**src/rtl/dsd_pkg.sv**
```systemverilog
package dsd_pkg;
  typedef enum logic [1:0] {
    ST_HUNT   = 2'd0,
    ST_ARMED  = 2'd1,
    ST_LOCKED = 2'd2
  } dsd_state_e;
endpackage

```
**src/rtl/dsd_mark_cmp.sv**
```systemverilog
module dsd_mark_cmp #(
  parameter int unsigned DW = 8,
  parameter logic [DW-1:0] MARK_A = 8'h1F,
  parameter logic [DW-1:0] MARK_B = 8'h69
) (
  input  logic [DW-1:0] byte_i,
  output logic          hit_a_o,
  output logic          hit_b_o
);
  localparam int unsigned NM = 2;
  logic [DW-1:0] marks [NM];
  logic [NM-1:0] hits;

  assign marks[0] = MARK_A;
  assign marks[1] = MARK_B;

  for (genvar m = 0; m < NM; m++) begin : g_cmp
    assign hits[m] = (byte_i == marks[m]);
  end

  assign hit_a_o = hits[0];
  assign hit_b_o = hits[1];
endmodule

```
**src/rtl/dsd_ctrl.sv**
```systemverilog
module dsd_ctrl
  import dsd_pkg::*;
#(
  parameter int unsigned MARK_GAP = 1
) (
  input  logic clk_i,
  input  logic rst_ni,
  input  logic rd_gate_i,
  input  logic byte_vld_i,
  input  logic hit_a_i,
  input  logic hit_b_i,
  output logic fire_o,
  output logic locked_o
);
  localparam int unsigned CW = (MARK_GAP > 1) ? $clog2(MARK_GAP) : 1;
  localparam logic [CW-1:0] ARM_LOAD = CW'(MARK_GAP - 1);

  dsd_state_e    state_q, state_d;
  logic [CW-1:0] cnt_q, cnt_d;
  logic          slot;

  assign slot = rd_gate_i & byte_vld_i;

  always_comb begin
    state_d = state_q;
    cnt_d   = cnt_q;
    fire_o  = 1'b0;
    unique case (state_q)
      ST_HUNT: if (slot) begin
        if (hit_b_i) begin
          fire_o  = 1'b1;
          state_d = ST_LOCKED;
        end else if (hit_a_i) begin
          state_d = ST_ARMED;
          cnt_d   = ARM_LOAD;
        end
      end
      ST_ARMED: if (slot) begin
        // projected slot: content ignored
        if (hit_b_i || cnt_q == '0) begin
          fire_o  = 1'b1;
          state_d = ST_LOCKED;
        end else begin
          cnt_d = cnt_q - 1'b1;
        end
      end
      default: ;
    endcase
    if (!rd_gate_i) begin
      state_d = ST_HUNT;
      cnt_d   = '0;
    end
  end

  always_ff @(posedge clk_i or negedge rst_ni) begin
    if (!rst_ni) begin
      state_q <= ST_HUNT;
      cnt_q   <= '0;
    end else begin
      state_q <= state_d;
      cnt_q   <= cnt_d;
    end
  end

  assign locked_o = (state_q == ST_LOCKED);
endmodule

```
**src/rtl/dsd_out.sv**
```systemverilog
module dsd_out #(
  parameter int unsigned DW = 8,
  parameter logic [DW-1:0] MARK_B = 8'h69
) (
  input  logic          clk_i,
  input  logic          rst_ni,
  input  logic          rd_gate_i,
  input  logic          byte_vld_i,
  input  logic [DW-1:0] byte_i,
  input  logic          fire_i,
  input  logic          locked_i,
  output logic          byte_vld_o,
  output logic [DW-1:0] byte_o,
  output logic          sync_det_o
);
  always_ff @(posedge clk_i or negedge rst_ni) begin
    if (!rst_ni) begin
      byte_o     <= '0;
      byte_vld_o <= 1'b0;
      sync_det_o <= 1'b0;
    end else if (!rd_gate_i) begin
      byte_o     <= '0;
      byte_vld_o <= 1'b0;
      sync_det_o <= 1'b0;
    end else begin
      byte_vld_o <= byte_vld_i;
      sync_det_o <= fire_i;
      if (byte_vld_i) begin
        if (fire_i)        byte_o <= MARK_B;
        else if (locked_i) byte_o <= byte_i;
        else               byte_o <= '0;
      end
    end
  end
endmodule

```
**src/rtl/dual_sync_det.sv**
```systemverilog
module dual_sync_det #(
  parameter int unsigned DW = 8,
  parameter logic [DW-1:0] MARK_A = 8'h1F,
  parameter logic [DW-1:0] MARK_B = 8'h69,
  parameter int unsigned MARK_GAP = 1
) (
  input  logic          clk_i,
  input  logic          rst_ni,
  input  logic          rd_gate_i,
  input  logic          byte_vld_i,
  input  logic [DW-1:0] byte_i,
  output logic          byte_vld_o,
  output logic [DW-1:0] byte_o,
  output logic          sync_det_o,
  output logic          sync_found_o
);
  logic hit_a, hit_b, fire, locked;

  dsd_mark_cmp #(.DW(DW), .MARK_A(MARK_A), .MARK_B(MARK_B)) u_cmp (
    .byte_i (byte_i),
    .hit_a_o(hit_a),
    .hit_b_o(hit_b)
  );

  dsd_ctrl #(.MARK_GAP(MARK_GAP)) u_ctrl (
    .clk_i     (clk_i),
    .rst_ni    (rst_ni),
    .rd_gate_i (rd_gate_i),
    .byte_vld_i(byte_vld_i),
    .hit_a_i   (hit_a),
    .hit_b_i   (hit_b),
    .fire_o    (fire),
    .locked_o  (locked)
  );

  dsd_out #(.DW(DW), .MARK_B(MARK_B)) u_out (
    .clk_i     (clk_i),
    .rst_ni    (rst_ni),
    .rd_gate_i (rd_gate_i),
    .byte_vld_i(byte_vld_i),
    .byte_i    (byte_i),
    .fire_i    (fire),
    .locked_i  (locked),
    .byte_vld_o(byte_vld_o),
    .byte_o    (byte_o),
    .sync_det_o(sync_det_o)
  );

  assign sync_found_o = locked;
endmodule

```
**config.mk**
```make
export PLATFORM = sky130hd
export DESIGN_NAME = dual_sync_det
export DESIGN_NICKNAME = d
export VERILOG_FILES = /design/src/rtl/dsd_pkg.sv /design/src/rtl/dsd_mark_cmp.sv /design/src/rtl/dsd_ctrl.sv /design/src/rtl/dsd_out.sv /design/src/rtl/dual_sync_det.sv
export SDC_FILE = /design/constraint.sdc
export NUM_CORES = 1
export LEC_CHECK = 0
export BUFFER_PORTS_ARGS = -buffer_cell sky130_fd_sc_hd__buf_4
export CELL_PAD_IN_SITES_DETAIL_PLACEMENT = 1
export CELL_PAD_IN_SITES_GLOBAL_PLACEMENT = 1
export CORE_MARGIN = 2
export CORE_UTILIZATION = 36
export CTS_CLUSTER_SIZE = 12
export DETAILED_ROUTE_END_ITERATION = 12
export PLACE_DENSITY = 0.76
export SKIP_CTS_REPAIR_TIMING = 1
export SYNTH_ARGS = -nofsm -noshare
export SYNTH_HDL_FRONTEND = slang
export SYNTH_SLANG_ARGS = --single-unit
```
**constraint.sdc**
```tcl
create_clock -name clk_i -period 1.39 [get_ports clk_i]
set_input_delay 0.2085 -clock clk_i [delete_from_list [all_inputs] [get_ports clk_i]]
set_output_delay 0.2085 -clock clk_i [all_outputs]
set_load 0.02 [all_outputs]
```
==> results.toml, run 1 <==
[outcome]
outcome = "complete, no violations"

[cells_and_area]
final_nets = 104
num-fill-cells = 211
final_core_util = 0.530
drive_gt1_frac = 0.374
antenna_cells = 0
layout.cells.non_filler = 116
area_growth_pct = 36.3

[clock_tree]
cts_tree = "yes"
cts_buffers = 3
clkLatencyLatePin_ps = 280
cts-root-buf = "clkbuf_4"
clockBufferDepth = 2
clkSinkCount = 13
clkTransAtPathRegs_ps = 90
htreeDepth = 1

[logic_synthesis]
synthArstFlopShare = 1.00
post-synth-top-area-cell = "dfrtp_1"
synth.area.top_cells = "dfrtp_1, and4b_1, o31ai_1, nand2b_1, nor2b_1"
synth_edf_count = 0
synthesis.nets = 75
syn_area_um2 = 679
synth_flop_cell = "dfrtp_1"
ys_seq_area_frac = 0.479
synth_top_area_frac = 0.479
ys_ff_latch = 13
yosysWarnings = 0
synthCells = 63
synth_common_cells = "dfrtp_1, nand2b_1, nor2b_1, o31ai_1"
ys_types = 26
avgSynthCellArea_um2 = 10.8
synth.most_common_cell = "dfrtp_1"

[critical_path]
crit_path_cell_trace = "nor2b_4 -> buf_4"
max_stage_delay_ps = 500
crit_buf_inv = 1
crit_family = "flip-flops"
cp-startpoint = "u_ctrl.state_q[0]$_DFFE_PN0P_"
cpMaxStageDelayCell = "dfrtp_1"
path_depth = 2
cp-start-kind = "flip-flop"
cp-end-kind = "output pin"
critPathRequiredTime_ps = 1180
rr_startpoint = "u_ctrl.state_q[1]$_DFFE_PN0P_"
critical_path_class = "reg -> out"
worstPathMaxFanout = 8
r2r.worst_path.cells = 3
critPathArrivalTime_ps = 1130

[die]
dieArea_um2 = 2250
core_um2 = 1750
ios = 23
start_util = 0.389
die_w_um = 47.4
die_h_um = 47.4
rows = 15

[global_routing]
track_usage = 0.183
grt_pass1_wl_mm = 2.83
gr-total-overflow = 0
antenna_found_initial = 0
grt_max_degree = 19
grt_pass1_vias = 610

[timing]
period_minus_slack_ps = 1340
maxSlewViolCount = 0
fin_hold_ws_ps = 209
period_share = 0.962
tns_ps = 0
max_freq_mhz = 748
clock_skew_ps = 11.1
hold_violations = 0
maxSlewHeadroom = 0.771
worst_slew_pin_slew_ps = 343
setup_viol = 0
rsz0062_at_grt = "no"

[place]
port_buffers = 22
gp_congestion = 0.850
dp_hpwl_mm = 1.32
dp.cells = 111

[drt]
drtIter0Drc = 5
wl_per_cell_um = 15.3
antenna_left = 0
num_vias = 615
routed_wirelength_mm = 1.78
dr.pass1.iters = 4
viasPerCell = 5.30
drc = 0

[hold_path]
hold_depth = 2
min-delay-start = "rd_gate_i"
hp-class = "in -> reg"

[power]
peakVddDrop_mv = 0.410
power_density_nw_per_um2 = 770
leakagePower_nw = 0.417

[job]
maxCapViolations = 0
## registers in the layout, indices dropped and copies added, names as in the netlist
register,cells
u_ctrl.cnt_q,1
u_out.sync_det_o,1
u_ctrl.state_q,2
u_out.byte_vld_o,1
u_out.byte_o,8
## through the flow
step	power [mW]	instance area (um^2)	worst slack, ps
after global placement	0.471	881	-57.0
final	0.713	926	52.3
after floorplan	0.418	679	94.9
after CTS	0.719	907	-93.7
after detailed placement	0.473	881	-85.1
after global routing	0.737	926	12.2
## routing by layer
layer / routed length [um] / vias up / global-route usage
li1: - / 293 / -
met2: 906 / 8 / 0.308
met1: 814 / 312 / 0.232
met3: 43 / 2 / 0.0340
met4: 13 / 0 / 0.0667
met5: 0 / - / 0
## final cells by class
type | count | area, um^2 | share of cell area
Multi-Input combinational cell | 45 | 329 | 0.355
Sequential cell | 13 | 327 | 0.353
Timing Repair Buffer | 27 | 205 | 0.222
Tap cell | 25 | 31.3 | 0.0338
Clock buffer | 4 | 26.3 | 0.0284
Inverter | 2 | 7.51 | 0.00811
## report_power, final
part / internal (mW) / switching, mW
combinational: 0.0414 / 0.0465
clock: 0.111 / 0.133
sequential: 0.380 / 0.000753
total: 0.532 / 0.180
## cells in the final DEF, fill, tap and decap left out, types with 2 or more instances in the layout
master and instances:
buf_4 26, nand4b_1 2, nand3_1 4, dfrtp_1 12
o31ai_1 5, nand2b_1 5, nor2b_1 4, a21oi_1 4
and4b_1 4, clkbuf_4 3, o21ai_0 4
## cells by family (layout without fill, tap and decap cells)
kind of cell	count (synthesis)	count (layout)	synth area share
flip-flops	13	13	0.479
buffers and inverters	5	33	0.0479
AO/OA/AOI/OAI	17	17	0.182
AND/OR/NAND/NOR	28	28	0.291
## worst register-to-register path, cell delays in order (launching register included)
cell and delay [ps]:
dfrtp_2 450, nand2b_1 230, nor4_1 310, o221a_1 230
## final timing paths
kind,end,slack [ps]
max,sync_found_o,50
min,u_ctrl.cnt_q$_DFFE_PN0P_,210
max reg2reg,u_ctrl.state_q[0]$_DFFE_PN0P_,120
min reg2reg,u_ctrl.cnt_q$_DFFE_PN0P_,540
max in group asynchronous,u_ctrl.state_q[1]$_DFFE_PN0P_,900
min in group asynchronous,u_ctrl.cnt_q$_DFFE_PN0P_,300
(Power assumes the default switching activity.)
==> run 2, diff against run 1 <==
CTS_BUF_LIST = sky130_fd_sc_hd__clkbuf_16   (was unset)
SETUP_SLACK_MARGIN = 0.15   (was unset)
==> run 2 against run 1 <==
Against the previous run: largest cell class unchanged; highest routed layer is now met3; combinational power grew 7.4%; via count up 4.2%; final cell count is 0.86% higher; routed wire length is 18% higher; worst hold slack better by 52 ps.
==> results.toml, run 2 (synthesis gave the netlist of run 1 again) <==
[cells_and_area]
antenna_cells = 0
drive_gt1_frac = 0.424
num-fill-cells = 204
mostFrequentLayoutCells = "buf_4, dfrtp_1, o31ai_1"
regMostFlops = "u_out.byte_o"
area_growth_pct = 48.1
top_regs = "u_out.byte_o x8, u_ctrl.state_q x2"
design_area_um2 = 1010
final_nets = 105
largest_reg_flops = 8
layout_commonest_cell = "buf_4"

[timing]
worst_slew_pin_slew_ps = 369
period_share = 0.901
maxSlewViolCount = 0
fin_ws_ps = 138
clock_skew_ps = 1.59
rsz0062_at_grt = "yes"
max_freq_mhz = 799
period_minus_slack_ps = 1250
hold_violations = 0
setup_viol = 0
fin_hold_ws_ps = 261
maxSlewHeadroom = 0.754

[critical_path]
crit_path_cell_trace = "nor2b_4 -> buf_6"
r2r.worst_path.cells = 3
critPathArrivalTime_ps = 1040
critPathRequiredTime_ps = 1180
r2r_end = "u_ctrl.state_q[0]$_DFFE_PN0P_"
critical_path_class = "reg -> out"
cp-end-kind = "output pin"
cp-startpoint = "u_ctrl.state_q[0]$_DFFE_PN0P_"
rr_startpoint = "u_ctrl.state_q[1]$_DFFE_PN0P_"
cp-start-kind = "flip-flop"
max_stage_delay_ps = 480
reg2reg_slack_ps = 230
endpoint = "sync_found_o"
cpMaxStageDelayCell = "dfrtp_2"
worstPathMaxFanout = 8

[drt]
dr.pass1.iters = 4
drtIter0Drc = 17
viasPerCell = 5.48
num_vias = 641
maxUsedRoutingLayer = "met3"
met1_length_um = 941
antenna_left = 0
wl_per_cell_um = 18.0
routed_wirelength_mm = 2.11
drc = 0
wl_met3_um = 116
wl_met2_mm = 1.05

[place]
port_buffers = 22
place_area_um2 = 881
dp_hpwl_mm = 1.30
gp_congestion = 0.842
pre_cts_ws_ps = -80.5

[global_routing]
grt_pass1_vias = 588
antenna_found_initial = 0
grt_max_degree = 19
track_usage = 0.192
grt_pass1_wl_mm = 2.93
gr-total-overflow = 0

[clock_tree]
cts-root-buf = "clkbuf_16"
clkTransAtPathRegs_ps = 50
htreeDepth = 1
clkLatencyLatePin_ps = 240
clockBufferDepth = 2
cts_tree = "yes"
clkSinkCount = 13
cts_buffers = 3

[power]
power_mw = 1.02
power_density_nw_per_um2 = 1010
peakVddDrop_mv = 0.476
leakagePower_nw = 0.448

[job]
maxCapViolations = 0

[die]
rows = 15
dieArea_um2 = 2250
die_h_um = 47.4
ios = 23
core_um2 = 1750
die_w_um = 47.4
start_util = 0.389

[hold_path]
hp-class = "in -> reg"

[outcome]
outcome = "complete, no violations"
[run 2: cell types whose count changed in the layout (fill, tap and decap cells not counted), sizes merged]
cell | before | now
clkbuf | 4 | 3
buf | 26 | 27
clkinv | 1 | 2
[run 2: worst max-delay path, delay by kind of cell, from the launching register on]
kind / cells / cell delay, ps
flip-flops: 1 / 480
buffers and inverters: 1 / 140
AND/OR/NAND/NOR: 1 / 190
[run 2: metrics by stage]
step | util | std cells | setup TNS [ps]
after CTS | 0.551 | 115 | -81.5
final | 0.576 | 117 | 0
after floorplan | - | 63 | 0
after detailed placement | 0.505 | 111 | -144
after global routing | 0.576 | 117 | 0
after global placement | 0.505 | 111 | -78.5
[run 2: how the worst min path moves through the flow]
| stage | start | endpoint | depth (start not counted) |
|---|---|---|---|
| after floorplan | rst_ni | u_ctrl.cnt_q$_DFFE_PN0P_ | 0 |
| after global placement | rst_ni | u_ctrl.state_q[1]$_DFFE_PN0P_ | 1 |
| after detailed placement | rst_ni | u_ctrl.state_q[1]$_DFFE_PN0P_ | 1 |
| after CTS | rst_ni | u_ctrl.state_q[1]$_DFFE_PN0P_ | 1 |
| after global routing | rd_gate_i | u_ctrl.cnt_q$_DFFE_PN0P_ | 2 |
| final | rd_gate_i | u_ctrl.cnt_q$_DFFE_PN0P_ | 2 |
[run 2: final cells by class]
class                   count  area [um^2]  area share
repair buffers             28          216       0.215
inverters                   2         7.51     0.00746
clock inverters             1         5.00     0.00498
well taps                  25         31.3      0.0311
multi-input cells          45          343       0.341
clock buffers               3         75.1      0.0746
flip-flops and latches     13          328       0.326
[run 2: layer usage]
layer  up-vias  global-route usage
met1       325               0.283
met4         0              0.0500
met5         -                   0
li1        297                   -
met3         0              0.0226
met2        19               0.297
[run 2: where the power goes]
| part | leakage (nW) | internal [mW] | total (mW) | switching (mW) |
|---|---|---|---|---|
| clock | 0.0409 | 0.382 | 0.539 | 0.156 |
| combinational | 0.230 | 0.0428 | 0.0944 | 0.0517 |
| sequential | 0.177 | 0.381 | 0.382 | 0.000705 |
==> run 3, diff against run 2 <==
ABC_AREA = 1   (was unset)
CORE_UTILIZATION = 33   (was 36)
CTS_BUF_LIST = unset   (was sky130_fd_sc_hd__clkbuf_16)
PLACE_DENSITY = 0.74   (was 0.76)
==> run 3 against run 2 <==
Against the previous run: clock skew increased by 4.1 ps; non-clock buffer count decreased by 3; design area decreased by 11%; flip-flop and latch count unchanged; sequential power increased by 28%; combinational power increased to 4.1 times the previous value; worst hold slack got worse by 110 ps; clock power decreased by 54%; routed wire length decreased by 16%; register-to-register slack got worse by 50 ps; count of clock-buffer cells in the layout increased by 1; total power increased by 11%.
==> results.toml, run 3 <==
[outcome]
outcome = "complete, no violations"

[logic_synthesis]
yosysWarnings = 0
post-synth-top-area-cell = "dfrtp_1"
synth_top_area_frac = 0.509
synth_common_cells = "nand2_1, dfrtp_1, nand3_1"
avgSynthCellArea_um2 = 8.52
synthCells = 75
synth.area.top_cells = "dfrtp_1, nand2_1, nand3_1, a32oi_1, inv_1"
ys_ff_latch = 13
ys_types = 16
ys_seq_area_frac = 0.509
synth_edf_count = 0
synthArstFlopShare = 1.00
syn_area_um2 = 639
synth_flop_cell = "dfrtp_1"
synth.most_common_cell = "nand2_1"
synthesis.nets = 87

[timing]
maxSlewViolCount = 0
worst_slew_pin_slew_ps = 242
maxSlewHeadroom = 0.838
period_share = 0.874
hold_violations = 0
max_freq_mhz = 824
clock_skew_ps = 5.72
fin_hold_ws_ps = 148
tns_ps = 0
setup_viol = 0
rsz0062_at_grt = "yes"
period_minus_slack_ps = 1210

[die]
start_util = 0.359
ios = 23
die_h_um = 48.0
die_w_um = 48.0
dieArea_um2 = 2310
core_um2 = 1780
rows = 15

[drt]
wl_per_cell_um = 13.7
drc = 0
viasPerCell = 5.03
routed_wirelength_mm = 1.76
num_vias = 644
drtIter0Drc = 8
dr.pass1.iters = 4
antenna_left = 0

[cells_and_area]
regMostFlops = "u_out.byte_o"
final_core_util = 0.500
design_area_um2 = 892
final_nets = 116
largest_reg_flops = 8
mostFrequentLayoutCells = "buf_4, nand2_1, dfrtp_1"
area_growth_pct = 39.5
drive_gt1_frac = 0.359
antenna_cells = 0
layout_commonest_cell = "buf_4"
top_regs = "u_out.byte_o x8, u_ctrl.state_q x2"

[place]
dp_hpwl_mm = 1.31
place_area_um2 = 825
port_buffers = 22
gp_congestion = 0.874

[global_routing]
grt_pass1_wl_mm = 2.66
grt_max_degree = 14
track_usage = 0.175
antenna_found_initial = 0
gr-total-overflow = 0
grt_pass1_vias = 603

[clock_tree]
clkSinkCount = 13
cts_tree = "yes"
htreeDepth = 1
clkTransAtPathRegs_ps = 90
cts_buffers = 3
cts-root-buf = "clkbuf_4"
clockBufferDepth = 2
clkLatencyLatePin_ps = 280

[hold_path]
hp-class = "in -> reg"

[power]
power_density_nw_per_um2 = 1260
peakVddDrop_mv = 0.662
leakagePower_nw = 0.498

[critical_path]
cp-end-kind = "output pin"
critPathArrivalTime_ps = 1010
cp-start-kind = "flip-flop"
critical_path_class = "reg -> out"
critPathRequiredTime_ps = 1180
worstPathMaxFanout = 5

[job]
maxCapViolations = 0
-- run 3: cell types whose count changed after synthesis, moves of 4 or more --
cell      change
nor2b_1       -5
inv_1         +6
a32oi_1       +4
nand2_1      +21
o31ai_1       -5
a21oi_1       -4
nand3_1       +4
inv_2         +4
and4b_1       -4
nand2b_1      -5
nor2_1        +4
-- run 3: path summary, 6_finish.rpt --
path,startpoint,to,slack (ps),cells past startpoint
setup / recovery,u_ctrl.state_q[0]$_DFFE_PN0P_,sync_found_o,180,2
hold / removal,byte_i[3],u_out.byte_o[3]$_DFFE_PN0P_,150,3
setup reg to reg,u_ctrl.state_q[1]$_DFFE_PN0P_,u_ctrl.state_q[0]$_DFFE_PN0P_,180,7
hold reg to reg,u_ctrl.cnt_q$_DFFE_PN0P_,u_ctrl.cnt_q$_DFFE_PN0P_,500,2
max in group asynchronous,rst_ni,u_ctrl.state_q[0]$_DFFE_PN0P_,890,2
min in group asynchronous,rst_ni,u_ctrl.state_q[1]$_DFFE_PN0P_,310,2
-- run 3: metrics by stage --
stage               setup slack, ps  std cells  power [mW]
finish                          176        128        1.12
global route                    103        128        1.19
CTS                            57.9        125        1.08
detailed placement              196        121       0.832
global placement                221        121       0.824
floorplan                       195         75       0.684
-- run 3: where the power goes --
group | internal, mW | total [mW] | switching, mW
clock | 0.111 | 0.247 | 0.136
combinational | 0.166 | 0.387 | 0.221
sequential | 0.437 | 0.488 | 0.0510
-- run 3: area by class of cell --
class / count / area [um^2]
repair buffers: 25 / 190
fillers: 228 / 891
inverters: 11 / 41.3
clock buffers: 4 / 26.3
well taps: 25 / 31.3
multi-input cells: 50 / 277
flip-flops and latches: 13 / 327
-- run 3: routing by layer --
| metal | vias up | track usage | wire (um) |
|---|---|---|---|
| met4 | 0 | 0.0973 | 15 |
| met5 | - | 0 | 0 |
| li1 | 305 | - | - |
| met1 | 318 | 0.211 | 785 |
| met3 | 2 | 0.0226 | 79 |
| met2 | 19 | 0.299 | 879 |
-- run 3: critical path, cell delays in order (launching register included) --
cell     delay, ps
dfrtp_2        460
nor2_4         120
buf_4          150
-- run 3: cells by family after synthesis --
kind of cell	count (synthesis)	share of synthesized area
AO/OA/AOI/OAI	10	0.123
buffers and inverters	12	0.0822
flip-flops	13	0.509
AND/OR/NAND/NOR	40	0.286
